===== config.mk =====
export PLATFORM = sky130hd
export DESIGN_NAME = byte_result_port
export DESIGN_NICKNAME = d
export VERILOG_FILES = /design/src/rtl/byte_port_pkg.sv /design/src/rtl/rport_enable_fsm.sv /design/src/rtl/rport_byte_mux.sv /design/src/rtl/rport_oe_fan.sv /design/src/rtl/byte_result_port.sv
export SDC_FILE = /design/constraint.sdc
export NUM_CORES = 1
export LEC_CHECK = 0
export BUFFER_PORTS_ARGS = -buffer_cell sky130_fd_sc_hd__buf_2
export CAP_MARGIN = 0
export CORE_AREA = 2 2 39 41
export CTS_CLUSTER_SIZE = 30
export DETAILED_ROUTE_END_ITERATION = 8
export DIE_AREA = 0 0 41 43
export PLACE_DENSITY_LB_ADDON = 0.15
export SETUP_SLACK_MARGIN = 0.15
export SLEW_MARGIN = 20
export SYNTH_ARGS = -nofsm -noshare
export SYNTH_HDL_FRONTEND = slang
export SYNTH_HIERARCHICAL = 1
export SYNTH_SLANG_ARGS = --single-unit

===== constraint.sdc =====
create_clock -name clk -period 0.8 [get_ports clk]
set_input_delay 0 -clock clk [delete_from_list [all_inputs] [get_ports clk]]
set_output_delay 0 -clock clk [all_outputs]
set_load 0.02 [all_outputs]

===== src/rtl/byte_port_pkg.sv =====
package byte_port_pkg;

    typedef enum logic [1:0] {
        PORT_FLOAT = 2'd0,
        PORT_ARMED = 2'd1,
        PORT_DRIVE = 2'd2
    } port_state_e;

endpackage


===== src/rtl/rport_enable_fsm.sv =====
module rport_enable_fsm
    import byte_port_pkg::*;
(
    input  logic clk,
    input  logic rst_n,
    input  logic rd_cvt,
    input  logic busy,
    output logic drive_en
);

    port_state_e state_q;
    port_state_e state_d;

    // state register
    always_ff @(posedge clk) begin
        if (!rst_n) begin
            state_q <= PORT_FLOAT;
        end else begin
            state_q <= state_d;
        end
    end

    // next-state logic
    always_comb begin
        state_d = state_q;
        unique case (state_q)
            PORT_FLOAT: begin
                if (rd_cvt && !busy) begin
                    state_d = PORT_DRIVE;
                end else if (rd_cvt && busy) begin
                    state_d = PORT_ARMED;
                end
            end
            PORT_ARMED: begin
                if (!rd_cvt) begin
                    state_d = PORT_FLOAT;
                end else if (!busy) begin
                    state_d = PORT_DRIVE;
                end
            end
            PORT_DRIVE: begin
                if (!rd_cvt) begin
                    state_d = PORT_FLOAT;
                end else if (busy) begin
                    state_d = PORT_ARMED;
                end
            end
            default: state_d = PORT_FLOAT;
        endcase
    end

    // output logic
    always_comb begin
        drive_en = (state_q == PORT_DRIVE);
    end

    assert_busy_floats_R2: assert property (@(posedge clk) disable iff (!rst_n)
        busy |=> !drive_en);

    assert_read_drives_R3: assert property (@(posedge clk) disable iff (!rst_n)
        (rd_cvt && !busy) |=> drive_en);

    assert_armed_autodrive_R4: assert property (@(posedge clk) disable iff (!rst_n)
        (state_q == PORT_ARMED && rd_cvt && !busy) |=> drive_en);

    assert_no_read_floats_R5: assert property (@(posedge clk) disable iff (!rst_n)
        !rd_cvt |=> !drive_en);

endmodule


===== src/rtl/rport_byte_mux.sv =====
module rport_byte_mux #(
    parameter int RES_W = 12,
    parameter int BUS_W = 8
) (
    input  logic [RES_W-1:0] result,
    input  logic             byte_sel,
    input  logic             drive_en,
    output logic [BUS_W-1:0] data
);

    localparam int LOW_W = RES_W - BUS_W;
    localparam int PAD_W = BUS_W - LOW_W;

    logic [BUS_W-1:0] hi_byte;
    logic [BUS_W-1:0] lo_byte;

    assign hi_byte = result[RES_W-1 -: BUS_W];
    assign lo_byte = {result[LOW_W-1:0], {PAD_W{1'b0}}};

    for (genvar b = 0; b < BUS_W; b++) begin : g_bit
        assign data[b] = drive_en & (byte_sel ? lo_byte[b] : hi_byte[b]);
    end

endmodule


===== src/rtl/rport_oe_fan.sv =====
module rport_oe_fan #(
    parameter int BUS_W = 8
) (
    input  logic             drive_en,
    output logic [BUS_W-1:0] oe
);

    for (genvar b = 0; b < BUS_W; b++) begin : g_oe
        assign oe[b] = drive_en;
    end

endmodule


===== src/rtl/byte_result_port.sv =====
module byte_result_port #(
    parameter int RES_W = 12,
    parameter int BUS_W = 8
) (
    input  logic             clk,
    input  logic             rst_n,
    input  logic [RES_W-1:0] result,
    input  logic             busy,
    input  logic             rd_cvt,
    input  logic             byte_sel,
    output logic [BUS_W-1:0] bus_data,
    output logic [BUS_W-1:0] bus_oe
);

    logic drive_en;

    rport_enable_fsm u_fsm (
        .clk      (clk),
        .rst_n    (rst_n),
        .rd_cvt   (rd_cvt),
        .busy     (busy),
        .drive_en (drive_en)
    );

    rport_byte_mux #(.RES_W(RES_W), .BUS_W(BUS_W)) u_mux (
        .result   (result),
        .byte_sel (byte_sel),
        .drive_en (drive_en),
        .data     (bus_data)
    );

    rport_oe_fan #(.BUS_W(BUS_W)) u_fan (
        .drive_en (drive_en),
        .oe       (bus_oe)
    );

    assert_sel_keeps_oe_R8: assert property (@(posedge clk) disable iff (!rst_n)
        (rd_cvt && !busy && bus_oe[0]) |=> bus_oe[0]);

endmodule


# After elaboration in Yosys (flattened, before gate mapping)
# Cells that the tools add are included.
[word_totals] regBits=2 in_bits=17 output_inout_bits=16 word_cells=34
[classes] eq_ne=5 n_mux=15 bitwise=8 n_reduce_logical=5
[op_table] operator="2-bit two-way mux" count=6
[op_table] operator="1-bit bitwise AND" count=8
[op_table] operator="1-bit two-way mux" count=8
[op_table] operator="3-bit != test, second input constant" count=2
[op_table] operator="2-bit case mux with 3 select lines" count=1
[op_table] operator="3-bit by 1-bit != test with 1-bit output, second input constant" count=1
[op_table] operator="3-bit AND reduction" count=1
[op_table] operator="2-bit by 1-bit == test with 1-bit output, second input constant" count=1
[op_table] operator="2-bit == test, second input constant" count=1
[op_table] operator="1-bit logical AND" count=2
[op_table] operator="2-bit logical NOT" count=1
[op_table] operator="1-bit logical NOT" count=1

# Longest topological paths before layout
# Gate-level depths: netlist of the first run.
[logic_depth] ltp_word=4 depth_mapped=3 ltp_nobuf=3

# Cells and area by module
# The synthesis of the first run kept the hierarchy.
[modules_own_cells] module="rport_byte_mux" instances=1 cells_per_inst=14 area_each_um2=115.1
[modules_own_cells] module="rport_enable_fsm" instances=1 cells_per_inst=6 area_each_um2=71.3
[modules_own_cells] module="rport_oe_fan" instances=1 cells_per_inst=8 area_each_um2=60.1

# Worst setup path before layout of the first run
# No wires, ideal clock.
[synth_path] path_kind="reg2out" start="reg u_fsm.state_q[0]" end="out bus_data[0]" arrival_time_ns=0.977 slack_ns=-0.177 path_stages_with_launch=4 cell_sequence="dfxtp_1 > and2b_2 > nor2b_4 > and2_1"
[synth_between] elab_chain_len=2
[synth_lines] element="from (decl)" line="rport_enable_fsm.sv:11" rtl="port_state_e state_q;"
[synth_lines] element="from (signal assigned)" line="rport_enable_fsm.sv:19" rtl="state_q <= state_d;"
[synth_lines] element="2-bit == test" line="rport_enable_fsm.sv:54" rtl="drive_en = (state_q == PORT_DRIVE);"
[synth_lines] element="via drive_en" line="byte_result_port.sv:15" rtl="logic drive_en;"
[synth_lines] element="1-bit bitwise AND" line="rport_byte_mux.sv:21" rtl="assign data[b] = drive_en & (byte_sel ? lo_byte[b] : hi_byte[b]);"
[synth_lines] element="to (decl)" line="byte_result_port.sv:11" rtl="output logic [BUS_W-1:0] bus_data,"
# The timed path passes the listed nets, and every way through them passes these cells.

# Final worst setup path of the first run
[layout_path] start="reg u_fsm.state_q[0]" end="out bus_data[2]"
[layout_between] elab_chain_len=2
[layout_lines] element="2-bit == test" line="rport_enable_fsm.sv:54"
[layout_lines] element="1-bit bitwise AND" line="rport_byte_mux.sv:21"
# Every way passes these cells.

==> results.md, run 1 <==
- Run status: finished with violations
- Failing checks: negative setup slack
- Top flop regs: u_fsm/state_q: 2 flops
- Die width: between 40 and 50 um
- DR vias: between 200 and 300
- Mux cell area share after synthesis: between 15 and 20%
- HPWL Detailed: between 400 and 500 um
- Vias in the first global route: ~260
- Flop2flop setup slack: around 0.12 ns
- Clock sink total: 2
- Register area share after synthesis: about 16%
- Yosys Warn Count: 6
- Endpoints failing setup: 16
- Number of flip-flops in the largest register: 2
- Min-delay src: busy
- Reg with most FFs: u_fsm/state_q
- Max Cap Violations: 0
- Worst setup EP type: output pin
- Chip height: 43 um
- Largest net degree at the start of global routing: 10
- Post-synth top area share: between 20% and 30%
- Synth Cell Area: 246 sq um
- Post-Synth XOR/XNOR Area: 0%
- Placed cells: 68
- Kind of critical path: reg -> out
- Final std cells w/o fill: 74
- Largest family of logic cells by synthesized area: simple AND/OR/NAND/NOR gates
- Final max-slew violation count: 0
- Leakage: 0.285 nW
- Adder-Cell Fraction of Synth Area: 0%
- Worst R2R End: u_fsm/state_q[1]
- Vias per std cell: between 3 and 4
- Synth Net Count: 45
- Hold Path Class: in -> reg
- Area growth syn-to-layout: 125%
- Final period util: 147%
- Post-synth cell types: 11
- DR DRC count: 0
- 1st-iter DRT viols: 0
- Share of layout cells above drive strength 1: 86.2%
- Slew @ Worst Pin: about 0.26 ns
- Total wire length: ~670 um
- Flops & latches, synth: 2
- Initial antenna violation count: 0
- Simple-gate share of the synthesized area: about two fifths
- Cells after Synth: 28
- Reg clk slew, reported paths: roughly 0.03 ns
- CTS Buffer Depth: 2
- Fin. Hold Viols: 0
- GPL Wtd Cong: ~0.6
- RR Startpoint: u_fsm/state_q[0]
- Setup clock skew after layout: between 0.002 and 0.0025 ns
- RSZ-0062 raised after global routing: yes
- WL per Instance: 9.03 um
- Min Tclk post-route: 1.18 ns
- Hold Path Stages: 2
- Port Buffers: 32
- Setup crit start kind: flip-flop
- Max_slew headroom: between 80% and 90%
- Maximum vdd ir drop: roughly 0.63 mV
- Critical path peak fanout: 4
- Pre-Repair DR Iteration Count: 1
- Core Box Area: ~1400 sq um
- Fillers: 144
- Placed instance area: between 300 and 400 sq um
- CTS buffer count: 3
- Total grt overflow: 0
- CTS tree: done
- Initial core utilization: 17.8%
- F_max: between 800 and 900 MHz
- Overall Global Routing Usage: around 8.3%
- Worst skew pair latency: ~0.22 ns
- First-pass GRT wire length: ~970 um
- Commonest non-fill, non-tap cells in the layout: 17 x buf_6, 16 x buf_2, 5 x nor2b_4, 4 x mux2i_1, 4 x and2_4
- Clk root buf: clkbuf_4
- WP data required: approximately 0.8 ns
- Final worst slack: -0.376 ns
- # diodes: 0
- Row count: 14
- Final instance area: between 500 and 600 sq um
- Commonest non-fill, non-tap cell in the layout: buf_6
- DRT antenna net count: 0
- Post-synth top area cell: buf_4
- Die area: roughly 1800 sq um
- Top-level port count: 33
- Final nets: between 70 and 80
- Reg2reg path depth: 2
- CP Data Arrival Time: 1.18 ns
- Synth top area cells: buf_4 24%, dfxtp_1 16%, mux2i_1 16%
- Average cell area after synthesis: 8.80 sq um
- Htree depth: 1
- Hold EP: u_fsm/state_q[0]
- P per Cell Area: 954 nW/um^2
- Post-synthesis compound-gate area fraction: 0%
-- final cells by class --
type	count	area, sq um	area share (%)
Tap cell	16	20.0	3.61
Multi-Input combinational cell	17	176	31.8
Timing Repair Buffer	36	294	53.0
Sequential cell	2	41.3	7.45
Clock buffer	3	22.5	4.06
-- cell usage after synthesis --
| cell type | n |
|---|---|
| and4b_1 | 1 |
| and4_1 | 1 |
| nor2b_1 | 4 |
| mux2i_1 | 4 |
| buf_4 | 8 |
| nand2_1 | 1 |
| nor2b_4 | 1 |
| buf_6 | 1 |
| and2_1 | 4 |
| and2b_2 | 1 |
| dfxtp_1 | 2 |
-- power breakdown --
group / leakage, nW / switching [mW] / internal [mW]
Clock: 0.0138 / 0.0546 / 0.165
Sequential: 0.0168 / 0.00168 / 0.105
Combinational: 0.255 / 0.0878 / 0.115
-- worst max path at each step --
stage | from | end | slack [ns] | cells after the start
after floorplan | u_fsm/state_q[0] | bus_data[0] | -0.13 | 3
after global routing | u_fsm/state_q[0] | bus_data[2] | -0.44 | 4
after detailed placement | u_fsm/state_q[0] | bus_data[0] | -0.18 | 4
after CTS | u_fsm/state_q[0] | bus_data[0] | -0.39 | 4
after global placement | u_fsm/state_q[0] | bus_data[0] | -0.17 | 4
final | u_fsm/state_q[0] | bus_data[2] | -0.38 | 4
-- kinds of logic after synthesis --
family / count (synthesis)
muxes: 4
DFF: 2
and+or+nand+nor: 13
buffers and inverters: 9
-- repair_timing --
action                     in CTS  in global routing
setup buffers                   3                  0
gates resized for setup        38                  0
hold buffers                    0                  0
setup endpoints to repair      18                 18
-- worst max-delay path: stages, from the launching register on --
cell     delay (ns)
dfxtp_1        0.29
and2b_4        0.25
nor2b_4        0.16
and2_4         0.15
buf_6          0.11
-- routing by layer --
metal | part of all wire [%] | vias up | track usage [%]
li1 | - | 144 | -
met1 | 29 | 129 | 6.67
met2 | 61 | 12 | 14.7
met3 | 9.4 | 0 | 3.14
met4 | 0 | 0 | 6.00
met5 | 0 | - | 0
-- stage by stage --
stage	hold slack, ns	setup TNS, ns	setup slack (ns)	total power [mW]	util (%)
2_1_floorplan	0.153	-0.724	-0.130	0.216	-
3_3_place_gp	0.282	-1.64	-0.172	0.254	27.8
3_5_place_dp	0.272	-1.69	-0.177	0.254	27.8
4_1_cts	0.0375	-5.42	-0.393	0.547	40.1
5_1_grt	0.0474	-6.07	-0.441	0.573	40.1
6_report	0.0439	-5.20	-0.376	0.529	40.1
Power figures use the tool's default switching activity.
==> inputs of run 2 (changes only) <==
CAP_MARGIN = 20   (was 0)
HOLD_SLACK_MARGIN = 0.05   (was unset)
SETUP_SLACK_MARGIN = 0.02   (was 0.15)
==> run 2 against run 1 <==
  * Highest routed layer unchanged
  * Sequential share of layout area rose by 0.17 points
  * Critical endpoint is now bus_data[4]
  * The run still ends with negative setup slack left
  * Global-route usage fell by 0.70 points
  * Via count rose by 3.5%
  * Register-to-register slack barely moved
  * Total power fell by 2.6%
  * First-iteration DRC count did not move
  * Utilization fell by 2.1 points
  * Wire length fell by 0.60%
==> results.md, run 2 (synthesis gave the netlist of run 1 again) <==
- Run status: finished with violations
- Failing checks: negative setup slack
- Vias per std cell: between 3 and 4
- Reg2reg path depth: 2
- WL per Instance: 8.74 um
- DRT antenna net count: 0
- Clock share of power: a little over two fifths
- Buf+Inv Stages, Crit Path: 2
- Final nets: 79
- Port Buffers: 32
- CP Data Arrival Time: between 1 and 1.5 ns
- CP Depth: 4
- Hold Path Class: in -> out
- Critical Path Slowest Stage Cell: dfxtp_1
- Largest net degree at the start of global routing: 9
- CTS Buffer Depth: 2
- Initial antenna violation count: 0
- Row count: 14
- Critical path peak fanout: 4
- Clock sink total: 2
- Setup crit start kind: flip-flop
- WP data required: approximately 0.80 ns
- Final max-slew violation count: 0
- GPL Wtd Cong: about 0.62
- Crit-path cells: and2b_2, buf_4, nor2b_2, buf_6
- Chip height: around 43 um
- Clk root buf: clkbuf_4
- Endpoints failing setup: 16
- Worst setup EP type: output pin
- DR DRC count: 0
- HPWL Detailed: 501 um
- Max_slew headroom: 83.2%
- Die width: 41 um
- Largest stage delay on the critical path: ~0.31 ns
- Die area: 1760 sq um
- DR vias: roughly 300
- Min Tclk post-route: between 1 and 1.5 ns
- Placed instance area: between 300 and 400 sq um
- Sw Share: between 20% and 30%
- Switching pwr: between 100 and 150 uW
- CP delay by family, top: simple AND/OR/NAND/NOR gates
- Maximum vdd ir drop: about 0.63 mV
- Setup TNS: -5.33 ns
- Initial core utilization: 17.8%
- First-pass GRT wire length: roughly 870 um
- Total grt overflow: 0
- Reg clk slew, reported paths: around 0.03 ns
- Hold Path Stages: 3
- Kind of critical path: reg -> out
- Final period util: 149%
- Slew @ Worst Pin: 0.245 ns
- RSZ-0062 raised after global routing: yes
- Area growth syn-to-layout: 113%
- Sequential share of power: roughly a fifth
- Setup clock skew after layout: around 0.00032 ns
- Number of flip-flops in the largest register: 2
- Worst skew pair latency: approximately 0.22 ns
- Final instance area: ~530 sq um
- Top-level port count: 33
- Pre-Repair DR Iteration Count: 1
- Combinational power share: between 30% and 40%
- Max Cap Violations: 0
- Commonest non-fill, non-tap cell in the layout: buf_2
- Util after Layout: 38.0%
- CTS buffer count: 3
- Setup WS pre-CTS: -0.192 ns
- Internal power: 375 uW
- Top flop regs: u_fsm/state_q: 2 flops
- Share of layout cells above drive strength 1: 80.0%
- Fin. Hold Viols: 0
- Final worst slack: -0.390 ns
- Leakage: roughly 0.28 nW
- Commonest non-fill, non-tap cells in the layout: 16 x buf_2, 11 x buf_4, 8 x buf_6, 4 x mux2i_1, 4 x and2_4
- CTS tree: done
- Total wire length: approximately 660 um
- Fillers: approximately 140
- # diodes: 0
- 1st-iter DRT viols: 0
- Overall Global Routing Usage: roughly 7.6%
- F_max: between 800 and 900 MHz
- Core Box Area: 1380 sq um
- Htree depth: 1
- Reg with most FFs: u_fsm/state_q
- Hold Slack: 0.306 ns
- P per Cell Area: 981 nW/um^2
- Vias in the first global route: around 260
run 2: cell count changes in the layout (fill, tap and decap cells not counted), sizes merged:
| cell | before | now |
|---|---|---|
| buf | 36 | 35 |
| dlygate4sd3 | 0 | 3 |
run 2: cell type report:
| class | count | area, sq um | share of cell area (%) |
|---|---|---|---|
| multi-input combinational | 17 | 160 | 30.5 |
| tap | 16 | 20.0 | 3.81 |
| sequential | 2 | 40.0 | 7.62 |
| clock buffer | 3 | 22.5 | 4.29 |
| timing repair buffer | 38 | 283 | 53.8 |
run 2: through the flow:
step	power [mW]	instances
finish	0.515	76
global route	0.548	76
CTS	0.527	74
detailed placement	0.253	68
global placement	0.254	68
floorplan	0.213	28
run 2: layer usage:
layer  vias to the layer above  wire (um)  global-route usage (%)
li1                        147          -                       -
met1                       136        205                    5.40
met2                        12        407                    13.8
met3                         0         51                    1.57
met4                         0          0                    8.00
met5                         -          0                       0
run 2: final timing paths:
check / to / startpoint / slack, ns
worst max-delay path: bus_data[4] / u_fsm/state_q[0] / -0.39
worst min-delay path: bus_data[0] / result[4] / 0.31
worst max register to register: u_fsm/state_q[1] / u_fsm/state_q[0] / 0.11
worst min register to register: u_fsm/state_q[0] / u_fsm/state_q[1] / 0.57
run 2: what timing repair did:
| item | 4_1_cts | 5_1_grt |
|---|---|---|
| endpoints found under the setup margin | 16 | 16 |
| hold buffers | 3 | 0 |
| gates cloned | 0 | 0 |
| resized for setup | 24 | 1 |
| hold endpoints to repair | 1 | 0 |
| setup buffers | 0 | 2 |
run 2: power groups by stage:
| stage | registers, mW | logic [mW] | clock network, mW |
|---|---|---|---|
| after floorplan | 0.107 | 0.105 | 0 |
| after global placement | 0.107 | 0.146 | 0 |
| after detailed placement | 0.108 | 0.145 | 0 |
| after CTS | 0.106 | 0.179 | 0.242 |
| after global routing | 0.106 | 0.200 | 0.242 |
| final | 0.106 | 0.186 | 0.223 |
run 2: worst reg2reg max path: cells and delay by family (launching register included):
family / cells / cell delay (ns)
flops: 1 / 0.31
simple gates: 2 / 0.27
